==> src/rtl/bfc_pkg.sv <==
package bfc_pkg;

  // High time in reference cycles for a ratio code: n = code+1 halves-pairs.
  // Odd ratios above one are shortened to n-1 so the duty stays below half.
  function automatic int unsigned high_len(input int unsigned code);
    int unsigned n;
    n = code + 1;
    if (n > 1 && (n % 2) == 1) return n - 1;
    return n;
  endfunction

endpackage

==> src/rtl/bfc_cfg_shadow.sv <==
module bfc_cfg_shadow #(
  parameter int            RW        = 2,
  parameter logic [RW-1:0] RST_RATIO = '1,
  parameter logic          RST_GATED = 1'b1,
  parameter logic          RST_EARLY = 1'b0
) (
  input  logic          clk,
  input  logic          rst,
  input  logic          wr,
  input  logic [RW-1:0] wr_ratio,
  input  logic          wr_gated,
  input  logic          wr_early,
  input  logic          apply,
  output logic [RW-1:0] cur_ratio,
  output logic          cur_gated,
  output logic          cur_early,
  output logic [RW-1:0] nxt_ratio,
  output logic          nxt_gated,
  output logic          nxt_early
);

  logic [RW-1:0] pend_ratio;
  logic          pend_gated;
  logic          pend_early;

  always_ff @(posedge clk) begin
    if (rst) begin
      pend_ratio <= RST_RATIO;
      pend_gated <= RST_GATED;
      pend_early <= RST_EARLY;
      cur_ratio  <= RST_RATIO;
      cur_gated  <= RST_GATED;
      cur_early  <= RST_EARLY;
    end else begin
      if (wr) begin
        pend_ratio <= wr_ratio;
        pend_gated <= wr_gated;
        pend_early <= wr_early;
      end
      if (apply) begin
        cur_ratio <= pend_ratio;
        cur_gated <= pend_gated;
        cur_early <= pend_early;
      end
    end
  end

  // Settings in force for the period that starts at this edge.
  always_comb begin
    nxt_ratio = apply ? pend_ratio : cur_ratio;
    nxt_gated = apply ? pend_gated : cur_gated;
    nxt_early = apply ? pend_early : cur_early;
  end

endmodule

==> src/rtl/bfc_phase_gen.sv <==
module bfc_phase_gen
  import bfc_pkg::*;
#(
  parameter int RW = 2,
  parameter int PW = RW + 1
) (
  input  logic          clk,
  input  logic          rst,
  input  logic [RW-1:0] cur_ratio,
  input  logic [RW-1:0] nxt_ratio,
  input  logic          nxt_gated,
  input  logic          acc_start,
  input  logic          acc_end,
  output logic          idle_pt,
  output logic          bf_clk,
  output logic          edge_en
);

  logic          run_q, busy_q, clk_q, edge_q;
  logic [PW-1:0] ph_q;
  logic          run_d, busy_d, clk_d;
  logic [PW-1:0] ph_d;
  logic [PW-1:0] last_ph;
  logic [PW:0]   hi_n;
  logic          wrap;

  always_comb begin
    last_ph = {cur_ratio, 1'b1};
    wrap    = run_q && (ph_q == last_ph);
    idle_pt = !run_q || (wrap && !busy_q);
    busy_d  = acc_start || (busy_q && !acc_end);
    run_d   = run_q;
    ph_d    = ph_q + 1'b1;
    if (!run_q) begin
      ph_d  = '0;
      run_d = !nxt_gated || acc_start;
    end else if (wrap) begin
      ph_d  = '0;
      run_d = !(nxt_gated && !busy_d);
    end
    hi_n  = (PW+1)'(high_len(32'(nxt_ratio)));
    clk_d = run_d && ({1'b0, ph_d} < hi_n);
  end

  always_ff @(posedge clk) begin
    if (rst) begin
      run_q  <= 1'b0;
      busy_q <= 1'b0;
      ph_q   <= '0;
      clk_q  <= 1'b0;
      edge_q <= 1'b0;
    end else begin
      run_q  <= run_d;
      busy_q <= busy_d;
      ph_q   <= ph_d;
      clk_q  <= clk_d;
      edge_q <= clk_d && !clk_q;
    end
  end

  assign bf_clk  = clk_q;
  assign edge_en = edge_q;


  start_edge_chk: assert property (@(posedge clk) disable iff (rst)
    (!run_q && nxt_gated && acc_start) |=> clk_q);


  edge_only_on_rise_chk: assert property (@(posedge clk) disable iff (rst)
    edge_q |-> (clk_q && !$past(clk_q)));


  rise_has_edge_chk: assert property (@(posedge clk) disable iff (rst)
    $rose(clk_q) |-> edge_q);


  cfg_hold_chk: assert property (@(posedge clk) disable iff (rst)
    (run_q && !idle_pt) |=> $stable(cur_ratio));


  full_period_chk: assert property (@(posedge clk) disable iff (rst)
    (run_q && !wrap) |=> run_q);

endmodule

==> src/rtl/bfc_strobe_dly.sv <==
module bfc_strobe_dly #(
  parameter int NS = 2
) (
  input  logic          clk,
  input  logic          rst,
  input  logic          early,
  input  logic [NS-1:0] req,
  output logic [NS-1:0] strb
);

  for (genvar i = 0; i < NS; i++) begin : g_lane
    logic d1_q, o_q;

    always_ff @(posedge clk) begin
      if (rst) begin
        d1_q <= 1'b0;
        o_q  <= 1'b0;
      end else begin
        d1_q <= req[i];
        o_q  <= early ? req[i] : d1_q;
      end
    end

    assign strb[i] = o_q;


    early_path_chk: assert property (@(posedge clk) disable iff (rst)
      early |=> (o_q == $past(req[i])));


    late_path_chk: assert property (@(posedge clk) disable iff (rst)
      (!early && !$past(rst)) |=> (o_q == $past(req[i], 2)));
  end

endmodule

==> src/rtl/bflash_clkgen.sv <==
module bflash_clkgen #(
  parameter int RW = 2,
  parameter int PW = RW + 1
) (
  input  logic          clk,
  input  logic          rst,
  input  logic          cfg_wr,
  input  logic [RW-1:0] cfg_div,
  input  logic          cfg_gate,
  input  logic          cfg_early,
  input  logic          acc_start,
  input  logic          acc_end,
  input  logic          adv_req,
  input  logic          baa_req,
  output logic          bf_clk,
  output logic          adv_o,
  output logic          baa_o,
  output logic          edge_en
);

  localparam int NS = 2;

  logic [RW-1:0] cur_ratio, nxt_ratio;
  logic          cur_gated, nxt_gated;
  logic          cur_early, nxt_early;
  logic          idle_pt;
  logic [NS-1:0] strb;

  bfc_cfg_shadow #(.RW(RW)) u_cfg (
    .clk       (clk),
    .rst       (rst),
    .wr        (cfg_wr),
    .wr_ratio  (cfg_div),
    .wr_gated  (cfg_gate),
    .wr_early  (cfg_early),
    .apply     (idle_pt),
    .cur_ratio (cur_ratio),
    .cur_gated (cur_gated),
    .cur_early (cur_early),
    .nxt_ratio (nxt_ratio),
    .nxt_gated (nxt_gated),
    .nxt_early (nxt_early)
  );

  bfc_phase_gen #(.RW(RW), .PW(PW)) u_phase (
    .clk       (clk),
    .rst       (rst),
    .cur_ratio (cur_ratio),
    .nxt_ratio (nxt_ratio),
    .nxt_gated (nxt_gated),
    .acc_start (acc_start),
    .acc_end   (acc_end),
    .idle_pt   (idle_pt),
    .bf_clk    (bf_clk),
    .edge_en   (edge_en)
  );

  bfc_strobe_dly #(.NS(NS)) u_strb (
    .clk   (clk),
    .rst   (rst),
    .early (cur_early),
    .req   ({baa_req, adv_req}),
    .strb  (strb)
  );

  assign adv_o = strb[0];
  assign baa_o = strb[1];

  // right after reset release the clock is parked low
  reset_low_chk: assert property (@(posedge clk)
    $past(rst) |-> (!bf_clk && !adv_o && !baa_o && !edge_en));

  logic unused_cfg;
  assign unused_cfg = cur_gated ^ nxt_early;

endmodule

==> config.mk <==
export PLATFORM = sky130hd
export DESIGN_NAME = bflash_clkgen
export DESIGN_NICKNAME = d
export VERILOG_FILES = /design/src/rtl/bfc_pkg.sv /design/src/rtl/bfc_cfg_shadow.sv /design/src/rtl/bfc_phase_gen.sv /design/src/rtl/bfc_strobe_dly.sv /design/src/rtl/bflash_clkgen.sv
export SDC_FILE = /design/constraint.sdc
export NUM_CORES = 1
export LEC_CHECK = 0
export CORE_MARGIN = 8
export CORE_UTILIZATION = 45
export DETAILED_ROUTE_END_ITERATION = 6
export GPL_ROUTABILITY_DRIVEN = 0
export PLACE_DENSITY_LB_ADDON = 0.2
export SYNTH_ARGS = -nofsm -noshare
export SYNTH_HDL_FRONTEND = slang
export SYNTH_HIERARCHICAL = 1
export SYNTH_SLANG_ARGS = --single-unit
export TNS_END_PERCENT = 30
==> constraint.sdc <==
create_clock -name clk -period 2.77 [get_ports clk]
set_input_delay 0.6925 -clock clk [delete_from_list [all_inputs] [get_ports clk]]
set_output_delay 0.6925 -clock clk [all_outputs]
set_load 0.02 [all_outputs]
==> impl_metrics.csv, run 1 <==
group,metric,value,unit
route,via_count,596,
logic_synthesis,synthArstFlopShare,0,%
timing,min_period_over_period,90.3,%
route,wl_per_cell,11.7,µm
setup_path,end_kind,"flop",
timing,setup_tns,0,ps
cells_and_area,finalNonFillerCells,127,
pwr,ir_drop,0.298,mV
logic_synthesis,syn_avg_cell_area,10.3,µm²
global_routing,first_global_vias,623,
timing,skew,4.06,ps
global_routing,grt-ovfl-total,0,
clock_tree,cts_hold_buffers,0,
logic_synthesis,synth_warnings,6,
die,dieArea,3530,µm²
clock_tree,cts_tree,"built",
route,drt_iter0_drc,8,
place,place_inst,121,
logic_synthesis,syn_area,848,µm²
clock_tree,clockRootBuffer,"clkbuf_4",
setup_path,slowest_delay,380,ps
setup_path,path_buf_inv,3,
route,drt-total-wl,1490,µm
setup_path,crit_slowest_cell,"dfxtp_1",
clock_tree,cts_buffer_depth,2,
logic_synthesis,synth_cell_types,24,
route,via_per_inst,4.69,
timing,fmax,400,MHz
place,hpwlAfterDp,1120,µm
clock_tree,cts_max_level,1,
cells_and_area,drive_gt1_share,16.7,%
timing,finalSetupViolCount,0,
clock_tree,cts.clk_slew.worst_paths,110,ps
logic_synthesis,synth_seq_cells,19,
cells_and_area,num_antenna_cells,0,
logic_synthesis,synth_ff_type,"dfxtp_1",
setup_path,startpoint_type,"flop",
setup_path,cp.required,3010,ps
route,drc_errors,0,
die,ios,15,
timing,slew_headroom,60.6,%
logic_synthesis,synthDominantCellAreaShare,44.8,%
setup_path,cp_top_family,"compound AO/OA/AOI/OAI gates",
logic_synthesis,synthTopCellsByArea,"dfxtp_1, ha_1, mux2_4",
die,fp.coreArea,1750,µm²
flow_run,cap_violations,0,
logic_synthesis,synth_nets,100,
pwr,leakage,0.000470,µW
global_routing,grtUsageTotal,10.2,%
cells_and_area,syn2layout_area_growth,25.2,%
timing,hold_violations,0,
die,initial_utilization,48.6,%
global_routing,antenna_found_initial,0,
logic_synthesis,synth.largest_area_cell,"dfxtp_1",
min_path,hold_class,"reg -> reg",
place,portBuffers,14,
clock_tree,cts_inserted_buffers,3,
setup_path,crit_type,"reg -> reg",
global_routing,grt_max_degree,18,
timing,tightest_slew,589,ps
global_routing,grt_pass1_wl,2680,µm
timing,min_period,2500,ps
place,place_ws,166,ps
clock_tree,clock_latency,300,ps
pwr,power.density,508,nW/µm²
clock_tree,cts.sinks,19,
timing,slew_viol_final,0,
die,fp.dieW,59.4,µm
logic_synthesis,ys_seq_area_share,44.8,%
setup_path,critical_path.max_fanout,4,
die,rows,15,
die,die_h,59.4,µm
route,dr.pass1.iters,4,
setup_path,crit_chain,"xnor2_1, nand4_1, o21ai_1, buf_4, mux2_4, inv_1, ha_1, inv_1, ha_1, o21ai_1, a31oi_1, o22a_1, nor3_2",
logic_synthesis,syn_inst,82,
setup_path,crit_arrival,2740,ps
logic_synthesis,synth-edff-count,0,
route,ant_nets,0,
status,outcome,"finished clean",
cells_and_area,nets,121,
cells_and_area,fin_util,60.9,%
timing,setup_ws,268,ps
timing,rsz0062_at_grt,"false",
-- metal layers --
| metal | track usage, % | wire, µm |
|---|---|---|
| met1 | 12.0 | 711 |
| met2 | 15.4 | 664 |
| met3 | 2.39 | 60 |
| met4 | 8.19 | 48 |
| met5 | 0 | 0 |
-- flip-flops by register name, indices dropped and copies added, names as in the netlist, 2 cells and up --
register	flops
u_strb/g_lane.o_q	2
u_cfg/pend_ratio	2
u_strb/g_lane.d1_q	2
u_phase/ph_q	3
u_cfg/cur_ratio	2
-- logic make-up after synthesis --
logic type,synth area share [%]
flip-flops,44.8
adder cells (fa/ha/maj),10.3
AND/OR/NAND/NOR,17.4
buffers and inverters,5.75
multiplexers,10.2
XOR/XNOR,3.10
AO/OA/AOI/OAI,8.41
-- placed cells by master, fill, tap and decap left out, drive strengths merged, types with 4 or more instances in the layout --
| master | synthesis | layout |
|---|---|---|
| buf | 2 | 4 |
| inv | 9 | 9 |
| dfxtp | 19 | 19 |
| nor2b | 5 | 5 |
| mux2 | 4 | 4 |
| nor2 | 7 | 7 |
| clkdlybuf4s50 | 0 | 14 |
| ha | 7 | 7 |
-- worst paths after layout --
kind / startpoint / to / slack [ps] / cells past startpoint
worst max-delay path: u_phase/ph_q[2]$_SDFF_PP0_ / u_phase/edge_en$_SDFF_PP0_ / 270 / 13
worst min-delay path: u_phase/bf_clk$_SDFF_PP0_ / u_phase/edge_en$_SDFF_PP0_ / 450 / 1
worst max register to register: u_phase/ph_q[2]$_SDFF_PP0_ / u_phase/edge_en$_SDFF_PP0_ / 270 / 13
worst min register to register: u_phase/bf_clk$_SDFF_PP0_ / u_phase/edge_en$_SDFF_PP0_ / 450 / 1
-- worst reg2reg max path, stage by stage (launching register included) --
cell and delay [ps]:
dfxtp_1 380, xnor2_1 130, nand4_1 170, o21ai_1 170, buf_4 170, mux2_4 320, inv_1 100, ha_1 240
inv_1 60, ha_1 220, o21ai_1 130, a31oi_1 60, o22a_1 230, nor3_2 100
-- final cells by class --
| type | instances | area (µm²) |
|---|---|---|
| Fill cell | 163 | 683 |
| Multi-Input combinational cell | 52 | 419 |
| Sequential cell | 19 | 380 |
| Timing Repair Buffer | 18 | 170 |
| Inverter | 9 | 33.8 |
| Tap cell | 25 | 31.3 |
| Clock buffer | 3 | 22.5 |
| Clock inverter | 1 | 5.00 |
-- timing repair --
action | 4_1_cts | 5_1_grt
resized for setup | 0 | 2
buffers inserted | 0 | 2
setup endpoints to repair | 0 | 2
-- where the power goes --
group          internal [µW]  leakage [µW]  switching, µW  total (µW)
clock                   53.8     0.0000177           85.2         139
sequential               291      0.000157           8.98         300
combinational           54.7      0.000295           46.3         101
total                    399      0.000470            140         540
-- cell usage after synthesis, types with 2 or more instances --
master	number
dfxtp_1	19
inv_1	9
ha_1	7
nor2_1	7
nor2b_1	5
a211o_1	3
mux2_4	3
mux2i_1	3
nor3_2	3
or2_1	3
xnor2_1	3
a31oi_1	2
buf_4	2
nand2b_1	2
o21ai_0	2
-- through the flow --
| stage | cell area, µm² | power, µW | hold slack (ps) |
|---|---|---|---|
| after CTS | 1050 | 547 | 449 |
| final | 1060 | 540 | 446 |
| after global placement | 1020 | 404 | 437 |
| after detailed placement | 1020 | 407 | 428 |
| after global routing | 1060 | 570 | 483 |
| after floorplan | 848 | 364 | 437 |
Note: power is estimated with default switching activity, not from simulation.
==> inputs of run 2 (changes only) <==
Settings changed: CORE_UTILIZATION 45 to 53, SETUP_SLACK_MARGIN set to 0.2.
Clock period 2.77 ns to 2.91 ns, I/O delays scaled along.
==> run 2 against run 1 <==
Clock-buffer cell count stayed put; maximum frequency up 0.65%; critical path depth did not move; worst setup slack improved by 160 ps; critical path type unchanged; total power is 6.1% lower; worst hold slack improved by 0.55 ps; sequential cell count unchanged; clock skew up 2.9 ps.
==> impl_metrics.csv, run 2 (synthesis results as in run 1) <==
group,metric,value,unit
clock_tree,clockRootBuffer,"clkbuf_4",
setup_path,startpoint_type,"flop",
pwr,ir_drop,0.311,mV
timing,min_period,2490,ps
route,route.met3.wl,36,µm
pwr,combinationalPowerShare,18.6,%
clock_tree,cts_tree,"built",
cells_and_area,num-fill-cells,124,
timing,min_period_over_period,85.4,%
route,wl_met1,630,µm
global_routing,grt_max_degree,12,
clock_tree,cts_buffer_depth,2,
timing,fmax,402,MHz
timing,setup_ws,424,ps
pwr,switchingPower,127,µW
clock_tree,clock_latency,290,ps
cells_and_area,drive_gt1_share,17.0,%
route,drt_iter0_drc,10,
cells_and_area,num_antenna_cells,0,
cells_and_area,mostFrequentLayoutCells,"dfxtp_1, clkdlybuf4s50_1, inv_1, nor2_1, ha_1",
global_routing,grt_pass1_wl,2620,µm
timing,slew_headroom,83.7,%
die,rows,14,
route,routed-wl-met2,708,µm
clock_tree,cts_max_level,1,
die,fp.coreArea,1510,µm²
pwr,clockPowerShare,24.8,%
pwr,sequentialPowerShare,56.5,%
route,drc_errors,0,
place,hpwlAfterDp,1170,µm
clock_tree,cts_setup_buffers,0,
die,initial_utilization,56.3,%
timing,skew,7.00,ps
clock_tree,cts.sinks,19,
clock_tree,cts.clk_slew.worst_paths,110,ps
timing,rsz0062_at_grt,"false",
pwr,p_int,379,µW
pwr,power.density,488,nW/µm²
flow_run,cap_violations,0,
timing,fin_hold_ws,447,ps
die,dieArea,3140,µm²
cells_and_area,regArea,382,µm²
setup_path,cp.required,3140,ps
min_path,hold_depth,1,
timing,slew_viol_final,0,
timing,finalSetupViolCount,0,
place,place_ws,308,ps
cells_and_area,multi_input_area,419,µm²
cells_and_area,nets,119,
route,via_count,602,
die,ios,15,
global_routing,grt-ovfl-total,0,
timing,setup_tns,0,ps
die,fp.dieW,56.0,µm
setup_path,critical_path.max_fanout,4,
setup_path,crit_type,"reg -> reg",
pwr,leakage,0.000460,µW
route,top_layer,"met4",
global_routing,antenna_found_initial,0,
route,dr.pass1.iters,4,
die,die_h,56.0,µm
setup_path,r2r_cells,13,
global_routing,grtUsageTotal,9.74,%
route,wl_per_cell,11.9,µm
cells_and_area,largest_register,"u_phase/ph_q",
pwr,p_sw_share,25.2,%
route,via_per_inst,5.19,
setup_path,crit_arrival,2710,ps
route,drt-total-wl,1390,µm
route,ant_nets,0,
timing,tightest_slew,243,ps
cells_and_area,largest_register_ff_count,3,
timing,hold_violations,0,
cells_and_area,final_common_cell,"dfxtp_1",
clock_tree,cts_inserted_buffers,3,
place,portBuffers,14,
cells_and_area,fin_util,68.9,%
setup_path,end_kind,"flop",
min_path,hold_class,"reg -> reg",
cells_and_area,syn2layout_area_growth,22.3,%
status,outcome,"finished clean",
global_routing,first_global_vias,616,
run 2: cell types whose count changed in the layout (fill, tap and decap cells not counted):
cell | before | now
dfxtp_2 | 0 | 1
inv_1 | 9 | 8
buf_4 | 4 | 2
dfxtp_1 | 19 | 18
inv_2 | 0 | 1
run 2: what timing repair did:
action                                 4_1_cts  5_1_grt
hold buffers                                 0        0
setup endpoints to repair                    0        2
resized for setup                            0        4
endpoints found under the hold margin        0        0
run 2: critical path, cell delays in order (launching register included):
cell and delay, ps:
dfxtp_1 370, xnor2_1 120, nand4_1 190, o21ai_1 180, buf_4 160, mux2_4 330
inv_1 80, ha_1 220, inv_1 60, ha_1 210, o21ai_1 130, a31oi_1 50
o22a_1 220, nor3_2 100
run 2: per-layer routing:
metal	GRT usage, %	vias to the layer above
met5	0	-
met3	2.97	2
met1	11.5	286
met2	16.2	8
met4	3.09	0
li1	-	306
run 2: power groups by stage:
stage                     logic (µW)  clock network [µW]  registers (µW)
after floorplan                 52.2                   0             294
after global placement          91.1                   0             292
after detailed placement        94.6                   0             292
after CTS                       95.0                 133             286
after global routing             106                 145             289
final                           94.3                 126             286
run 2: final cells by class:
class | instances | share of cell area (%)
Multi-Input combinational cell | 52 | 40.4
Sequential cell | 19 | 36.8
Timing Repair Buffer | 16 | 15.0
Inverter | 9 | 3.26
Clock buffer | 3 | 2.17
Tap cell | 16 | 1.93
Clock inverter | 1 | 0.483
run 2: worst paths after layout:
path                                 startpoint                         end  slack (ps)
hold / removal        u_phase/bf_clk$_SDFF_PP0_  u_phase/edge_en$_SDFF_PP0_         450
hold reg to reg       u_phase/bf_clk$_SDFF_PP0_  u_phase/edge_en$_SDFF_PP0_         450
setup reg to reg  u_cfg/cur_ratio[0]$_SDFF_PP1_  u_phase/edge_en$_SDFF_PP0_         420
setup / recovery  u_cfg/cur_ratio[0]$_SDFF_PP1_  u_phase/edge_en$_SDFF_PP0_         420
run 2: metrics by stage:
stage               instances  total power (µW)  cell area, µm²
floorplan                  82               347             848
detailed placement        112               387            1010
finish                    116               506            1040
global route              116               539            1040
global placement          112               383            1010
CTS                       116               514            1040
==> inputs of run 3 (changes only) <==
Settings changed: PLACE_DENSITY set to 0.8, PLACE_DENSITY_LB_ADDON 0.2 to unset.
==> run 3 against run 2 <==
Design area is 0.84% higher; clock-buffer cell count is 1 higher; critical endpoint unchanged; highest routed layer is now met3; worst hold slack better by 8.8 ps; sequential power hardly changed; largest power group unchanged.
==> impl_metrics.csv, run 3 (synthesis results as in run 1) <==
group,metric,value,unit
status,outcome,"finished clean",
clock_tree,cts_tree,"built",
die,dieArea,3140,µm²
timing,setup_ws,407,ps
setup_path,cp_top_family,"compound AO/OA/AOI/OAI gates",
route,via_per_inst,5.09,
setup_path,cp.required,3130,ps
die,die_h,56.0,µm
clock_tree,cts_inserted_buffers,3,
cells_and_area,drive_gt1_share,16.8,%
setup_path,slowest_delay,380,ps
clock_tree,cts.sinks,19,
setup_path,critical_path.max_fanout,4,
route,via_count,596,
cells_and_area,syn2layout_area_growth,23.3,%
timing,tightest_slew,598,ps
place,portBuffers,14,
cells_and_area,nets,120,
clock_tree,cts_buffer_depth,2,
setup_path,end_kind,"flop",
setup_path,crit_arrival,2720,ps
global_routing,antenna_found_initial,0,
clock_tree,cts_max_level,1,
place,place_ws,268,ps
timing,setup_tns,0,ps
route,drt-total-wl,1490,µm
clock_tree,clockRootBuffer,"clkbuf_4",
setup_path,crit_type,"reg -> reg",
setup_path,r2r_setup_slack,410,ps
setup_path,r2r_cells,13,
setup_path,r2r-end,"u_phase/edge_en$_SDFF_PP0_",
setup_path,crit_slowest_cell,"dfxtp_1",
clock_tree,clock_latency,290,ps
timing,skew,8.39,ps
timing,min_period,2500,ps
setup_path,cp.depth,13,
cells_and_area,largest_register,"u_phase/ph_q",
cells_and_area,largest_register_ff_count,3,
timing,slew_headroom,60.0,%
timing,finalSetupViolCount,0,
die,fp.dieW,56.0,µm
pwr,ir_drop,0.339,mV
timing,min_period_over_period,86.0,%
cells_and_area,num_antenna_cells,0,
cells_and_area,final_common_cell,"dfxtp_1",
timing,rsz0062_at_grt,"false",
die,initial_utilization,56.3,%
min_path,hold_start,"u_phase/bf_clk$_SDFF_PP0_",
global_routing,grt_pass1_wl,2670,µm
global_routing,first_global_vias,653,
die,ios,15,
cells_and_area,mostFrequentLayoutCells,"dfxtp_1, clkdlybuf4s50_1, inv_1, nor2_1, ha_1",
clock_tree,cts.clk_slew.worst_paths,110,ps
setup_path,crit_chain,"xnor2_1, nand4_1, o21ai_1, buf_4, mux2_4, inv_1, ha_1, inv_1, ha_1, o21ai_2, a31oi_1, o22a_1, nor3_2",
global_routing,grt_max_degree,18,
route,dr.pass1.iters,2,
clock_tree,cts_hold_buffers,0,
global_routing,grt-ovfl-total,0,
die,rows,14,
timing,fin_hold_ws,456,ps
pwr,power.density,491,nW/µm²
place,hpwlAfterDp,1180,µm
route,wl_per_cell,12.7,µm
pwr,leakage,0.000461,µW
route,drc_errors,0,
flow_run,cap_violations,0,
timing,hold_violations,0,
setup_path,startpoint_type,"flop",
global_routing,grtUsageTotal,9.95,%
die,fp.coreArea,1510,µm²
setup_path,r2r_start,"u_phase/ph_q[2]$_SDFF_PP0_",
route,drt_iter0_drc,1,
route,ant_nets,0,
setup_path,path_buf_inv,3,
min_path,whs_endpoint,"u_phase/edge_en$_SDFF_PP0_",
min_path,hold_class,"reg -> reg",
timing,fmax,400,MHz
timing,slew_viol_final,0,
min_path,hold_depth,1,
==> run 3: per-layer routing <==
metal | part of all wire [%] | vias to the layer above | track usage [%]
met5 | 0 | - | 0
met4 | 0 | 0 | 3.09
met3 | 4.1 | 0 | 2.97
met2 | 49 | 11 | 17.6
met1 | 47 | 275 | 11.0
li1 | - | 310 | -
==> run 3: how the worst max path moves through the flow <==
stage,to,from
CTS,u_phase/edge_en$_SDFF_PP0_,u_phase/ph_q[2]$_SDFF_PP0_
global route,u_phase/edge_en$_SDFF_PP0_,u_cfg/cur_ratio[0]$_SDFF_PP1_
detailed placement,u_phase/edge_en$_SDFF_PP0_,u_phase/ph_q[2]$_SDFF_PP0_
global placement,u_phase/edge_en$_SDFF_PP0_,u_phase/ph_q[2]$_SDFF_PP0_
finish,u_phase/edge_en$_SDFF_PP0_,u_phase/ph_q[2]$_SDFF_PP0_
floorplan,u_phase/edge_en$_SDFF_PP0_,u_phase/ph_q[2]$_SDFF_PP0_
==> run 3: cell type report <==
type                       count  area, µm²
multi-input combinational     52        423
inverter                       9       33.8
clock buffer                   4       26.3
timing repair buffer          17        163
sequential                    19        380
tap                           16       20.0
fill                         138        460
==> run 3: repair_timing <==
| item | CTS | global route |
|---|---|---|
| setup endpoints to repair | 0 | 2 |
| buffers inserted | 0 | 1 |
| gates resized for setup | 0 | 4 |
==> run 3: through the flow <==
step | power, µW | util [%] | instance area, µm² | instances
6_report | 513 | 69.4 | 1050 | 117
5_1_grt | 537 | 69.4 | 1050 | 117
4_1_cts | 513 | 68.7 | 1030 | 116
3_5_place_dp | 388 | 66.9 | 1010 | 112
3_3_place_gp | 383 | 66.9 | 1010 | 112
2_1_floorplan | 347 | - | 848 | 82
==> run 3: worst register-to-register path: stages, from the launching register on <==
cell and delay (ps):
dfxtp_1 380, xnor2_1 130, nand4_1 180, o21ai_1 160
buf_4 160, mux2_4 330, inv_1 90, ha_1 220
inv_1 60, ha_1 230, o21ai_2 120, a31oi_1 60
o22a_1 230, nor3_2 90
==> run 3: power breakdown <==
group          leakage, µW  internal [µW]  switching (µW)  total [µW]
logic             0.000289           53.3            45.9        99.2
registers         0.000157            277            8.36         285
clock network    0.0000150           53.1            76.1         129
total             0.000461            383             130         513
